## config.mk

```make
export PLATFORM = sky130hd
export DESIGN_NAME = bytebus_timer16
export DESIGN_NICKNAME = d
export VERILOG_FILES = /design/src/rtl/tmrb_pkg.sv /design/src/rtl/tmrb_prescale.sv /design/src/rtl/tmrb_count.sv /design/src/rtl/tmrb_regbus.sv /design/src/rtl/bytebus_timer16.sv
export SDC_FILE = /design/constraint.sdc
export NUM_CORES = 1
export LEC_CHECK = 0
export BUFFER_PORTS_ARGS = -buffer_cell sky130_fd_sc_hd__buf_4
export CAP_MARGIN = 5
export CORE_MARGIN = 2
export CORE_UTILIZATION = 46
export CTS_BUF_LIST = sky130_fd_sc_hd__clkbuf_8
export CTS_CLUSTER_DIAMETER = 40
export CTS_CLUSTER_SIZE = 8
export DETAILED_ROUTE_END_ITERATION = 7
export HOLD_SLACK_MARGIN = 0.1
export MAX_ROUTING_LAYER = met4
export PLACE_DENSITY = 0.62
export SLEW_MARGIN = 20
export SYNTH_ARGS = -nofsm -noshare
export SYNTH_HDL_FRONTEND = slang
export SYNTH_SLANG_ARGS = --single-unit
```

## constraint.sdc

```tcl
create_clock -name clk -period 2.25 [get_ports clk]
set_input_delay 0.45 -clock clk [delete_from_list [all_inputs] [get_ports clk]]
set_output_delay 0.45 -clock clk [all_outputs]
set_load 0.005 [all_outputs]
```

## src/rtl/tmrb_pkg.sv

```systemverilog
package tmrb_pkg;
  typedef enum logic [1:0] {
    A_CTRL = 2'd0,
    A_CLO  = 2'd1,
    A_CHI  = 2'd2,
    A_STAT = 2'd3
  } reg_addr_e;

  localparam int unsigned CTRL_RUN_BIT = 0;
  localparam int unsigned CTRL_PS_LSB  = 4;
  localparam int unsigned CTRL_M16_BIT = 7;
  localparam int unsigned ST_FLAG_BIT  = 0;
  localparam int unsigned ST_IE_BIT    = 1;
endpackage

```

## src/rtl/tmrb_prescale.sv

```systemverilog
module tmrb_prescale #(
  parameter int unsigned PS_W = 2
) (
  input  logic            clk,
  input  logic            rst_n,
  input  logic            run,
  input  logic [PS_W-1:0] ps_sel,
  input  logic            clr,
  output logic            tick
);
  localparam int unsigned PC_W = (1 << PS_W) - 1;

  logic [PC_W-1:0] pc_q;
  logic [PC_W-1:0] mask;

  // mask has the s lowest bits set for selection s
  for (genvar g = 0; g < PC_W; g++) begin : g_mask
    assign mask[g] = (ps_sel > PS_W'(g));
  end

  assign tick = run && ((pc_q & mask) == mask);

  always_ff @(posedge clk or negedge rst_n) begin
    if (!rst_n)      pc_q <= '0;
    else if (clr)    pc_q <= '0;
    else if (run)    pc_q <= pc_q + 1'b1;
  end

  a_r6_div_cleared: assert property (@(posedge clk) disable iff (!rst_n)
    clr |=> (pc_q == '0));
  a_r5_div_frozen: assert property (@(posedge clk) disable iff (!rst_n)
    (!run && !clr) |=> $stable(pc_q));
endmodule

```

## src/rtl/tmrb_count.sv

```systemverilog
module tmrb_count #(
  parameter int unsigned CNT_W = 16
) (
  input  logic             clk,
  input  logic             rst_n,
  input  logic             tick,
  input  logic             sync_clr,
  input  logic             ld_en,
  input  logic [CNT_W-1:0] ld_val,
  output logic [CNT_W-1:0] cnt,
  output logic             wrap
);
  logic [CNT_W-1:0] cnt_q;

  assign cnt  = cnt_q;
  assign wrap = tick && !ld_en && !sync_clr && (&cnt_q);

  always_ff @(posedge clk or negedge rst_n) begin
    if (!rst_n)         cnt_q <= '0;
    else if (ld_en)     cnt_q <= ld_val;
    else if (sync_clr)  cnt_q <= '0;
    else if (tick)      cnt_q <= cnt_q + 1'b1;
  end

  a_r10_load_wins: assert property (@(posedge clk) disable iff (!rst_n)
    ld_en |=> (cnt_q == $past(ld_val)));
  a_r11_clear_zero: assert property (@(posedge clk) disable iff (!rst_n)
    (sync_clr && !ld_en) |=> (cnt_q == '0));
  a_r2_wrap_to_zero: assert property (@(posedge clk) disable iff (!rst_n)
    wrap |=> (cnt_q == '0));
  a_r5_hold_idle: assert property (@(posedge clk) disable iff (!rst_n)
    (!tick && !ld_en && !sync_clr) |=> $stable(cnt_q));
endmodule

```

## src/rtl/tmrb_regbus.sv

```systemverilog
module tmrb_regbus
  import tmrb_pkg::*;
#(
  parameter int unsigned BYTE_W = 8,
  parameter int unsigned PS_W   = 2,
  localparam int unsigned CNT_W = 2 * BYTE_W
) (
  input  logic              clk,
  input  logic              rst_n,
  input  logic              bus_sel,
  input  logic              bus_wr,
  input  logic [1:0]        bus_addr,
  input  logic [BYTE_W-1:0] bus_wdata,
  output logic [BYTE_W-1:0] bus_rdata,
  input  logic [CNT_W-1:0]  cnt,
  input  logic              wrap,
  output logic              run,
  output logic [PS_W-1:0]   ps_sel,
  output logic              lo_wr,
  output logic              ld_en,
  output logic [CNT_W-1:0]  ld_val,
  output logic              irq
);
  logic              run_q, m16_q, flag_q, ie_q;
  logic [PS_W-1:0]   ps_q;
  logic [BYTE_W-1:0] hbuf_q;
  reg_addr_e         addr;
  logic              rd_acc, wr_acc;
  logic              hi_wr, ctrl_wr, st_wr, lo_rd, flag_clr;
  logic [BYTE_W-1:0] live_hi, live_lo;

  assign addr    = reg_addr_e'(bus_addr);
  assign rd_acc  = bus_sel && !bus_wr;
  assign wr_acc  = bus_sel && bus_wr;
  assign lo_wr   = wr_acc && (addr == A_CLO);
  assign hi_wr   = wr_acc && (addr == A_CHI);
  assign ctrl_wr = wr_acc && (addr == A_CTRL);
  assign st_wr   = wr_acc && (addr == A_STAT);
  assign lo_rd   = rd_acc && (addr == A_CLO);
  assign flag_clr = st_wr && bus_wdata[ST_FLAG_BIT];
  assign live_hi = cnt[CNT_W-1 -: BYTE_W];
  assign live_lo = cnt[BYTE_W-1:0];

  assign run    = run_q;
  assign ps_sel = ps_q;
  assign irq    = flag_q && ie_q;

  // counter load: pair mode commits the holding byte, byte mode touches one byte
  assign ld_en = lo_wr || (hi_wr && !m16_q);
  always_comb begin
    if (lo_wr) ld_val = {(m16_q ? hbuf_q : live_hi), bus_wdata};
    else       ld_val = {bus_wdata, live_lo};
  end

  always_comb begin
    bus_rdata = '0;
    if (rd_acc) begin
      unique case (addr)
        A_CTRL: begin
          bus_rdata[CTRL_M16_BIT]             = m16_q;
          bus_rdata[CTRL_PS_LSB +: PS_W]      = ps_q;
          bus_rdata[CTRL_RUN_BIT]             = run_q;
        end
        A_CLO:  bus_rdata = live_lo;
        A_CHI:  bus_rdata = m16_q ? hbuf_q : live_hi;
        A_STAT: begin
          bus_rdata[ST_FLAG_BIT] = flag_q;
          bus_rdata[ST_IE_BIT]   = ie_q;
        end
        default: bus_rdata = '0;
      endcase
    end
  end

  always_ff @(posedge clk or negedge rst_n) begin
    if (!rst_n) begin
      run_q <= 1'b0;
      m16_q <= 1'b0;
      ps_q  <= '0;
    end else if (ctrl_wr) begin
      run_q <= bus_wdata[CTRL_RUN_BIT];
      m16_q <= bus_wdata[CTRL_M16_BIT];
      ps_q  <= bus_wdata[CTRL_PS_LSB +: PS_W];
    end
  end

  always_ff @(posedge clk or negedge rst_n) begin
    if (!rst_n)                hbuf_q <= '0;
    else if (m16_q && lo_rd)   hbuf_q <= live_hi;
    else if (m16_q && hi_wr)   hbuf_q <= bus_wdata;
  end

  always_ff @(posedge clk or negedge rst_n) begin
    if (!rst_n) begin
      flag_q <= 1'b0;
      ie_q   <= 1'b0;
    end else begin
      flag_q <= (flag_q && !flag_clr) || wrap;
      if (st_wr) ie_q <= bus_wdata[ST_IE_BIT];
    end
  end

  a_r3_flag_sticky: assert property (@(posedge clk) disable iff (!rst_n)
    (flag_q && !flag_clr) |=> flag_q);
  a_r2_wrap_sets_flag: assert property (@(posedge clk) disable iff (!rst_n)
    wrap |=> flag_q);
  a_r7_snapshot: assert property (@(posedge clk) disable iff (!rst_n)
    (m16_q && lo_rd) |=> (hbuf_q == $past(live_hi)));
  a_r9_buffer_still: assert property (@(posedge clk) disable iff (!rst_n)
    !m16_q |=> $stable(hbuf_q));
  a_r12_quiet_bus: assert property (@(posedge clk) disable iff (!rst_n)
    !rd_acc |-> (bus_rdata == '0));
endmodule

```

## src/rtl/bytebus_timer16.sv

```systemverilog
module bytebus_timer16 #(
  parameter int unsigned BYTE_W = 8,
  parameter int unsigned PS_W   = 2
) (
  input  logic              clk,
  input  logic              rst_n,
  input  logic              sync_clr,
  input  logic              bus_sel,
  input  logic              bus_wr,
  input  logic [1:0]        bus_addr,
  input  logic [BYTE_W-1:0] bus_wdata,
  output logic [BYTE_W-1:0] bus_rdata,
  output logic              irq
);
  localparam int unsigned CNT_W = 2 * BYTE_W;

  logic              run, lo_wr, ld_en, tick, wrap;
  logic [PS_W-1:0]   ps_sel;
  logic [CNT_W-1:0]  ld_val, cnt;

  tmrb_regbus #(.BYTE_W(BYTE_W), .PS_W(PS_W)) u_regs (
    .clk(clk), .rst_n(rst_n),
    .bus_sel(bus_sel), .bus_wr(bus_wr), .bus_addr(bus_addr),
    .bus_wdata(bus_wdata), .bus_rdata(bus_rdata),
    .cnt(cnt), .wrap(wrap),
    .run(run), .ps_sel(ps_sel), .lo_wr(lo_wr),
    .ld_en(ld_en), .ld_val(ld_val), .irq(irq)
  );

  tmrb_prescale #(.PS_W(PS_W)) u_div (
    .clk(clk), .rst_n(rst_n), .run(run), .ps_sel(ps_sel),
    .clr(lo_wr || sync_clr), .tick(tick)
  );

  tmrb_count #(.CNT_W(CNT_W)) u_cnt (
    .clk(clk), .rst_n(rst_n), .tick(tick), .sync_clr(sync_clr),
    .ld_en(ld_en), .ld_val(ld_val), .cnt(cnt), .wrap(wrap)
  );

  a_r4_irq_from_wrap: assert property (@(posedge clk) disable iff (!rst_n)
    $rose(irq) |-> ($past(wrap) || $past(bus_sel && bus_wr && bus_addr == 2'd3)));
endmodule

```

# After elaboration in Yosys (flattened, before gate mapping)
# Index checks and enable logic that the tools add are counted.
# totals
register_bits,33
latch_bits,0
ramBits,0
rom_bits,0
inputBits,15
out_inout_bits,9
elab_cells,67
n_memories,0
# op_classes
add_sub_neg,2
multipliers,0
n_div,0
order_cmp,3
eq_ne,5
shift,0
n_mux,16
bitwise,1
reduce_logical,31
# op_table
op,count
16-bit 2-to-1 mux,4
8-bit 2-to-1 mux,4
1-bit logical AND,17
16-bit by 1-bit adder with 16-bit output (second input constant),1
16-bit AND reduction,1
3-bit 2-to-1 mux,2
1-bit one-hot mux with 3 select lines,2
2-bit one-hot mux with 3 select lines,1
1-bit zero test,5
2-bit == test (second input constant),2
2-bit by 1-bit > comparator with 1-bit output (second input constant),2
1-bit one-hot mux with 4 select lines,1
2-bit one-hot mux with 2 select lines,1
2-bit nonzero test,2
3-bit by 1-bit adder with 3-bit output (second input constant),1
3-bit AND,1
3-bit == test,1
1-bit logical OR,3
3-bit nonzero test,1
2-bit by 1-bit == test with 1-bit output (second input constant),1
2-bit > comparator (second input constant),1
2-bit zero test,1
2-bit != test (second input constant),1
1-bit one-hot mux with 2 select lines,1
2-bit AND reduction,1

# Logic depth before layout (Yosys ltp)
# Gate-level depths: netlist of the first run.
# logic_depth
depth_word,9
depth_mapped,9
ltp_nobuf,7

# Modules after synthesis
# Synthesis of the first run repeated with hierarchy kept, for this count alone.
# unflattened
hier_cells,220
hier_area_um2,2382.3
# modules_own_cells
module,n_inst,cells_per_inst,area_each_um2,seq_area_each_um2
tmrb_regbus,1,110,1281.2,350.3
tmrb_count,1,93,930.9,400.4
tmrb_prescale,1,16,163.9,75.1
bytebus_timer16,1,1,6.3,0.0

# Least setup slack after synthesis of the first run
# Ideal clock, no wire load.
# synth_timing
path_type,input -> register
start,in bus_addr[1]
end,"reg u_cnt.cnt_q[0], in the netlist u_cnt.cnt[0]"
setup_ns,0.125
arrival_ns,1.898
t_required_ns,2.125
slack_ns,0.227
path_stages,8
n_path_buf,1
path_cell_list,inv_1 -> ha_1 -> nor2_1 -> a21oi_4 -> o21ba_1 -> or2_1 -> buf_2 -> mux2_4
# synth_via
elab_chain_len,6
word_cells_on_any_way,10
cone_classes,eq/ne: 3; mux: 1; reduce/logical: 6
# synth_rtl
item,line,source
start: declaration,bytebus_timer16.sv:10,"input logic [1:0] bus_addr,"
2-bit == test,tmrb_regbus.sv:36,assign hi_wr = wr_acc && (addr == A_CHI);
1-bit logical AND,tmrb_regbus.sv:36,
1-bit logical AND,tmrb_regbus.sv:49,assign ld_en = lo_wr || (hi_wr && !m16_q);
1-bit logical OR,tmrb_regbus.sv:49,
2-bit != test (no line) or 3-bit nonzero test (tied branches),n/a,
2-bit AND reduction (no line),n/a,
end signal: assignment,tmrb_count.sv:20,else if (ld_en) cnt_q <= ld_val;
end signal: assignment,tmrb_count.sv:22,else if (tick) cnt_q <= cnt_q + 1'b1;
end: declaration,tmrb_count.sv:13,logic [CNT_W-1:0] cnt_q;
# Several ways; a longest one is shown, not always the timed one.
# A chain may end at the register's enable or synchronous reset.

# Final worst setup path of the first run
# layout_timing
start,reg u_regs.m16_q
end,out bus_rdata[4]
# layout_via
elab_chain_len,3
# layout_rtl
item,line,source
start: declaration,tmrb_regbus.sv:24,"logic run_q, m16_q, flag_q, ie_q;"
start signal: assignment,tmrb_regbus.sv:82,m16_q <= bus_wdata[CTRL_M16_BIT];
8-bit 2-to-1 mux,n/a,
2-bit one-hot mux with 3 select lines,tmrb_regbus.sv:58,unique case (addr)
8-bit 2-to-1 mux,tmrb_regbus.sv:57,if (rd_acc) begin
end: declaration,bytebus_timer16.sv:12,"output logic [BYTE_W-1:0] bus_rdata,"
# No other way between the ends.

==> results_dict.tcl, run 1 <==
set metrics [dict create \
    status "completed" \
    synth.most_common_cell "dfrtp_1" \
    dp.cells 335 \
    netlist_area_um2 2265 \
    yosys.area.top_type "dfrtp_1" \
    path_class "reg -> out" \
    die_w_um 74.17 \
    post-route-util 0.5674 \
    crit_chain "mux2_2 -> a222oi_1 -> nor2_1 -> buf_4" \
    synth_edf_count 0 \
    num_vias 2060 \
    place_congestion 0.8615 \
    die_area_um2 5500 \
    synth_cells 248 \
    pin_count 24 \
    critical_path.top_delay_family "flip-flops" \
    synth.distinct_cells 44 \
    worst_slack_ns 0.06678 \
    cts_tree "done" \
    critPathRequiredTime_ns 1.80 \
    antennaDiodeCount 0 \
    layout.nets 302 \
    fmax_mhz 458.0 \
    seq_power_share 0.457 \
    hold_viol_final 0 \
    areaGrowthSynthToFinish_pct 18.34 \
    ant_nets 0 \
    p_sw_frac 0.3485 \
    slowest_stage "dfrtp_2" \
    grt_max_degree 34 \
    endpoint_kind "output pin" \
    min_period_ns 2.183 \
    relSlewSlack 0.5685 \
    wire_per_inst_um 17.80 \
    cp_max_fo 11 \
    synthTopCellsByArea "dfrtp_1 36%, mux2_2 5.5%, a21oi_1 4.6%" \
    skew_ns 0.003717 \
    hold_slack_ns 0.09469 \
    cts_sinks 33 \
    p_leak_uw 0.001258 \
    ys_ff_latch 33 \
    drive_gt1_frac 0.2464 \
    seq_area_frac_synth 0.3646 \
    grt_pass1_wl_mm 10.20 \
    combPwrFrac 0.303 \
    grt_use_total 0.2586 \
    firstDrtPassIters 5 \
    cts_buffers 5 \
    critPathLaunchType "flop" \
    worstMarginPinSlew_ns 0.6448 \
    setup_viol 0 \
    yosysTopAreaCellShare 0.3646 \
    viasPerCell 5.937 \
    cts_buffer_depth 2 \
    slowest_delay_ns 0.53 \
    r2r_cells 7 \
    critPathBufInv 1 \
    rsz0062_at_grt "yes" \
    synth_ff_type "dfrtp_1" \
    yosys_warnings 0 \
    antenna_found_initial 0 \
    period_share 0.9703 \
    synth_common_cells "33 x dfrtp_1, 25 x nor2_1, 21 x a21oi_1, 13 x nand2_1" \
    dp_hpwl_mm 4.329 \
    place_ws_ns 0.1364 \
    p_clk_frac 0.240 \
    p_int_uw 1225 \
    htreeDepth 2 \
    coreArea_um2 4723 \
    cap_violations 0 \
    timing.rr.start "u_regs.m16_q" \
    crit_arrival_ns 1.73 \
    ctsHoldBuffers 0 \
    avgSynthCellArea_um2 9.132 \
    cts_root_buf "clkbuf_8" \
    insertion_delay_ns 0.29 \
    dieHeight_um 74.17 \
    initialDrtViolationCount 158 \
    peakVddDrop_mv 0.3188 \
    worst_r2r_endpoint "u_cnt.cnt[8]" \
    synthArstFlopShare 1.000 \
    synth_nets 271 \
    fin_cells 347 \
    power.density_nw_per_um2 701.3 \
    port_buffers 23 \
    placed_area_um2 2557 \
    drc_errors 0 \
    cts.clk_slew.worst_paths_ns 0.07 \
    start_util 0.4795 \
    hold_class "in -> async" \
    grt_overflow 0 \
    wl_mm 6.178 \
    r2r_setup_slack_ns 0.42 \
    final_cell_area_um2 2680 \
    rows 25 \
    p_switching_uw 655.0 \
    grt_pass1_vias 1984 \
    finalMaxSlewViolations 0 \
]
-- power by group through the flow --
stage               combinational (uW)  sequential (uW)  clock, uW
global route                       635              880        494
global placement                   535              866          0
detailed placement                 538              870          0
CTS                                542              859        461
finish                             570              859        451
floorplan                          416              804          0
-- worst max-delay path by stage --
stage	end	start	slack, ns	cells after the start
floorplan	u_cnt.cnt[0]	bus_addr[1]	0.23	8
global placement	u_cnt.cnt[9]	bus_addr[1]	0.17	9
detailed placement	u_cnt.cnt[7]	bus_addr[1]	0.14	9
CTS	bus_rdata[4]	u_regs.m16_q	0.04	4
global route	bus_rdata[4]	u_regs.m16_q	-0.04	4
finish	bus_rdata[4]	u_regs.m16_q	0.07	4
-- state kept, by name (all words and copies together), names as in the netlist --
register       cells
u_cnt.cnt         16
u_regs.hbuf_q      8
u_div.pc_q         3
u_regs.ps_sel      2
u_regs.flag_q      1
u_regs.ie_q        1
u_regs.m16_q       1
u_regs.run         1
-- cells by family (layout without fill, tap and decap cells) --
family                   count (synthesis)  count (layout)  share of synthesized area
XOR/XNOR                                 2               2                   0.007736
AO/OA/AOI/OAI                           80              80                     0.2486
AND/OR/NAND/NOR                         80              80                     0.1823
buffers and inverters                   24              56                    0.04917
adder cells (fa/ha/maj)                  8               8                    0.04420
flip-flops                              33              33                     0.3646
multiplexers                            21              21                     0.1033
-- final cells by class --
class,instances,area (um^2)
fill,440,2043
sequential,33,827.0
timing repair buffer,42,327.8
multi-input combinational,191,1333
inverter,6,22.52
clock inverter,3,17.52
clock buffer,5,68.82
tap,67,83.83
-- layout by cell type, fill, tap and decap left out, types with 8 or more instances in the layout --
cell / netlist / routed
buf_4: 2 / 41
and3_1: 8 / 8
nor2_1: 25 / 25
dfrtp_1: 33 / 32
mux2_2: 11 / 11
nand2_1: 13 / 13
ha_1: 8 / 8
a21oi_1: 21 / 21
nand3_1: 10 / 10
mux2i_1: 8 / 8
o21ai_0: 11 / 11
-- routing by layer --
metal	routed length, um	global-route usage	part of all wire	vias to the layer above
li1	-	-	-	988
met1	2782	0.3492	0.45	982
met2	2806	0.3720	0.45	75
met3	445	0.06369	0.072	15
met4	143	0.1030	0.023	0
met5	0	-	0	-
-- worst register-to-register path, stage by stage (launching register included) --
cell and delay (ns):
dfrtp_2 0.52, buf_4 0.19, buf_4 0.15, nor4b_4 0.29, buf_4 0.20, a22oi_1 0.11
a21oi_1 0.15, a2bb2oi_1 0.16
-- timing repair --
| item | in CTS | in global routing |
|---|---|---|
| resized for setup | 1 | 1 |
| setup buffers | 0 | 4 |
| endpoints found under the hold margin | 0 | 0 |
| setup endpoints to repair | 5 | 2 |
-- metrics by stage --
step / total power (uW) / setup TNS [ns]
4_1_cts: 1863 / 0
3_5_place_dp: 1408 / 0
2_1_floorplan: 1219 / 0
6_report: 1880 / 0
5_1_grt: 2009 / -0.04297
3_3_place_gp: 1401 / 0
No activity file was read; power rests on OpenSTA's default activity.
==> run 2: changes to the inputs <==
RECOVER_POWER = 100   (was unset)
==> results_dict.tcl, run 2 (same netlist as run 1, synthesis figures left out) <==
set metrics [dict create \
    status "completed" \
    coreArea_um2 4723 \
    p_int_uw 1211 \
    worstMarginPinSlew_ns 0.8579 \
    busiest_layer "met2" \
    cts_buffers 5 \
    worst_slack_ns 0.06822 \
    num_vias 2056 \
    placed_area_um2 2557 \
    ant_nets 0 \
    p_switching_uw 648.3 \
    path_class "reg -> out" \
    start_util 0.4795 \
    cts_root_buf "clkbuf_8" \
    insertion_delay_ns 0.29 \
    largest_register_ffs 16 \
    firstDrtPassIters 4 \
    timing.rr.start "u_regs.m16_q" \
    setup_viol 0 \
    skew_ns 0.003815 \
    power.density_nw_per_um2 702.7 \
    rows 25 \
    grt_max_degree 34 \
    htreeDepth 2 \
    hold_viol_final 0 \
    cts_sinks 33 \
    cts.clk_slew.worst_paths_ns 0.07 \
    grt_overflow 0 \
    grt_pass1_wl_mm 10.20 \
    p_sw_frac 0.3486 \
    cts_buffer_depth 2 \
    gr-usage-met2 0.3720 \
    initialDrtViolationCount 170 \
    cts_tree "done" \
    dp_hpwl_mm 4.329 \
    use_met3 0.06369 \
    worst_r2r_endpoint "u_cnt.cnt[0]" \
    dieHeight_um 74.17 \
    peakVddDrop_mv 0.3162 \
    p_leak_uw 0.001237 \
    pin_count 24 \
    r2r_setup_slack_ns 0.19 \
    die_area_um2 5500 \
    areaGrowthSynthToFinish_pct 16.85 \
    critPathRequiredTime_ns 1.80 \
    cap_violations 0 \
    worstSetupStartpoint "u_regs.m16_q" \
    cp_max_fo 11 \
    crit_path_end "bus_rdata[4]" \
    wl_mm 6.163 \
    wire_per_inst_um 17.76 \
    port_buffers 23 \
    hold_class "in -> async" \
    use_met1 0.3492 \
    critPathLaunchType "flop" \
    crit_arrival_ns 1.73 \
    drc_errors 0 \
    viasPerCell 5.925 \
    rsz0062_at_grt "yes" \
    fmax_mhz 458.3 \
    final_cell_area_um2 2646 \
    min_period_ns 2.182 \
    grt_use_total 0.2586 \
    drive_gt1_frac 0.2321 \
    p_clk_frac 0.242 \
    seq_power_share 0.462 \
    grt_pass1_vias 1984 \
    endpoint_kind "output pin" \
    mostFrequentLayoutCells "35 x buf_4, 32 x dfrtp_1, 25 x nor2_1" \
    finalMaxSlewViolations 0 \
    combPwrFrac 0.297 \
    period_share 0.9697 \
    die_w_um 74.17 \
    place_ws_ns 0.1364 \
    antenna_found_initial 0 \
    r2r_cells 5 \
    final_common_cell "buf_4" \
    place_congestion 0.8615 \
    relSlewSlack 0.4280 \
    antennaDiodeCount 0 \
    layout.nets 302 \
]
[run 2: cell count changes in the layout (fill, tap and decap cells not counted), sizes merged]
cell    before  now
clkbuf       5   10
buf         42   37
[run 2: how the worst min path moves through the flow]
stage / from / end / slack, ns / depth (start not counted)
2_1_floorplan: rst_n / u_cnt.cnt[0] / 0.15 / 0
3_3_place_gp: rst_n / u_cnt.cnt[8] / 0.43 / 1
3_5_place_dp: rst_n / u_cnt.cnt[8] / 0.43 / 1
4_1_cts: rst_n / u_cnt.cnt[8] / 0.11 / 1
5_1_grt: rst_n / u_cnt.cnt[8] / 0.32 / 1
6_report: rst_n / u_regs.hbuf_q[2] / 0.25 / 1
[run 2: critical path: stages (launching register included)]
cell	delay, ns
dfrtp_2	0.53
mux2_2	0.41
a222oi_1	0.25
nor2_1	0.10
buf_4	0.15
[run 2: area by class of cell]
cell class,instances,area [um^2]
timing repair buffer,42,312.8
tap,67,83.83
fill,447,2077
clock buffer,5,68.82
sequential,33,827.0
clock inverter,3,17.52
inverter,6,22.52
multi-input combinational,191,1314
[run 2: power groups by stage]
stage               registers, uW  clock network, uW  logic (uW)
floorplan                     804                  0         416
detailed placement            870                  0         538
CTS                           859                461         542
finish                        859                449         552
global placement              866                  0         535
global route                  881                494         619
[run 2: routing by layer]
| layer | up-vias | wire [um] |
|---|---|---|
| met3 | 17 | 449 |
| met4 | 0 | 159 |
| met5 | - | 0 |
| met1 | 977 | 2799 |
| met2 | 76 | 2754 |
| li1 | 986 | - |
[run 2: repair_timing]
action	4_1_cts	5_1_grt
hold buffers	0	0
setup buffers	0	4
gates resized for setup	1	1
setup endpoints to repair	5	2
[run 2: through the flow]
stage,setup TNS (ns),std cells,power (uW),hold WS [ns],util
CTS,0,343,1863,0.1057,0.5600
detailed placement,0,335,1408,0.4253,0.5415
global placement,0,335,1401,0.4276,0.5415
finish,0,347,1860,0.2547,0.5603
global route,-0.1462,347,1993,0.3246,0.5603
floorplan,0,248,1219,0.1544,-
==> run 3: changes to the inputs <==
CORE_UTILIZATION = 55   (was 46)
PLACE_DENSITY = 0.72   (was 0.62)
==> results_dict.tcl, run 3 (same netlist as run 1, synthesis figures left out) <==
set metrics [dict create \
    status "completed" \
    antennaDiodeCount 0 \
    placed_area_um2 2529 \
    cap_violations 0 \
    power.density_nw_per_um2 708.0 \
    ctsHoldBuffers 0 \
    num_vias 2073 \
    min_period_ns 2.129 \
    insertion_delay_ns 0.29 \
    pin_count 24 \
    gr-usage-met2 0.4612 \
    p_leak_uw 0.001223 \
    wire_per_inst_um 18.55 \
    drive_gt1_frac 0.1978 \
    grt_use_total 0.3066 \
    cts_root_buf "clkbuf_8" \
    post-route-util 0.6560 \
    antenna_found_initial 0 \
    initialDrtViolationCount 251 \
    layout.nets 300 \
    use_met1 0.4091 \
    critPathRequiredTime_ns 1.80 \
    viasPerCell 6.320 \
    p_sw_frac 0.3516 \
    path_class "reg -> out" \
    skew_ns 0.005605 \
    ant_nets 0 \
    hold_class "in -> async" \
    p_int_uw 1196 \
    fmax_mhz 469.8 \
    die_area_um2 4647 \
    largest_register_ffs 16 \
    busiest_layer "met2" \
    start_util 0.5703 \
    dp.cells 317 \
    grt_overflow 0 \
    worstMarginPinSlew_ns 0.6601 \
    dp_hpwl_mm 4.410 \
    rsz0062_at_grt "no" \
    combPwrFrac 0.294 \
    p_clk_frac 0.241 \
    setup_viol 0 \
    critPathLaunchType "flop" \
    cts_buffer_depth 2 \
    fin_cells 328 \
    fin_tns_setup_ns 0 \
    finalMaxSlewViolations 0 \
    drc_errors 0 \
    relSlewSlack 0.5599 \
    grt_pass1_wl_mm 9.970 \
    period_share 0.9460 \
    htreeDepth 2 \
    mostFrequentLayoutCells "32 x buf_4, 32 x dfrtp_1, 25 x nor2_1" \
    rows 23 \
    peakVddDrop_mv 0.4607 \
    cts_tree "done" \
    use_met3 0.05757 \
    final_cell_area_um2 2605 \
    die_w_um 68.17 \
    endpoint_kind "output pin" \
    port_buffers 23 \
    cts_sinks 33 \
    firstDrtPassIters 5 \
    seq_power_share 0.465 \
    crit_arrival_ns 1.68 \
    dieHeight_um 68.17 \
    grt_max_degree 34 \
    cts.clk_slew.worst_paths_ns 0.07 \
    total_power_uw 1844 \
    grt_pass1_vias 1976 \
    areaGrowthSynthToFinish_pct 15.03 \
    coreArea_um2 3971 \
    cp_max_fo 8 \
    place_congestion 0.8882 \
    hold_viol_final 0 \
    wl_mm 6.086 \
    cts_buffers 5 \
    p_switching_uw 648.5 \
]
==> run 3: cell types whose count changed in the layout (fill, tap and decap cells not counted), moves of 3 or more <==
cell	change
buf_4	-3
mux2_2	-6
clkbuf_1	+3
mux2_1	+5
==> run 3: area by class of cell <==
| cell class | count | area [um^2] |
|---|---|---|
| fill | 348 | 1366 |
| multi-input combinational | 191 | 1315 |
| sequential | 33 | 827.0 |
| timing repair buffer | 40 | 291.5 |
| clock buffer | 5 | 68.82 |
| tap | 50 | 62.56 |
| inverter | 6 | 22.52 |
| clock inverter | 3 | 17.52 |
==> run 3: worst max-delay path, cell delays in order (launching register included) <==
cell and delay [ns]:
dfrtp_2 0.49, buf_4 0.16, mux2_1 0.37, a22oi_1 0.18, nor2_1 0.06, buf_4 0.13
==> run 3: layer usage <==
layer	share of wire	vias up
met5	0	-
met4	0.019	0
met3	0.080	13
met2	0.45	85
met1	0.45	983
li1	-	992
==> run 3: what timing repair did <==
action	in CTS	in global routing
gates resized for setup	1	1
buffers inserted	0	3
endpoints found under the setup margin	3	2
==> run 3: worst paths after layout <==
path	start	endpoint	slack (ns)	cells past startpoint
min reg2reg	u_regs.hbuf_q[6]	u_regs.hbuf_q[6]	0.52	2
max in group asynchronous	rst_n	u_regs.m16_q	1.83	1
min	rst_n	u_div.pc_q[0]	0.1	1
min in group clk	sync_clr	u_div.pc_q[0]	0.36	2
max	u_regs.m16_q	bus_rdata[2]	0.12	5
max reg2reg	u_regs.m16_q	u_cnt.cnt[11]	0.16	7
==> run 3: stage by stage <==
stage | hold slack (ns) | worst slack (ns)
6_report | 0.09834 | 0.1215
5_1_grt | 0.1325 | 0.03092
4_1_cts | 0.1090 | 0.06561
3_5_place_dp | 0.4218 | 0.007098
3_3_place_gp | 0.4221 | 0.1295
2_1_floorplan | 0.1544 | 0.2273
==> run 3: power groups by stage <==
stage	Sequential, uW	Combinational (uW)	Clock (uW)
after floorplan	804	416	0
after global placement	866	528	0
after detailed placement	873	535	0
after CTS	861	538	456
after global routing	881	603	484
final	858	542	444
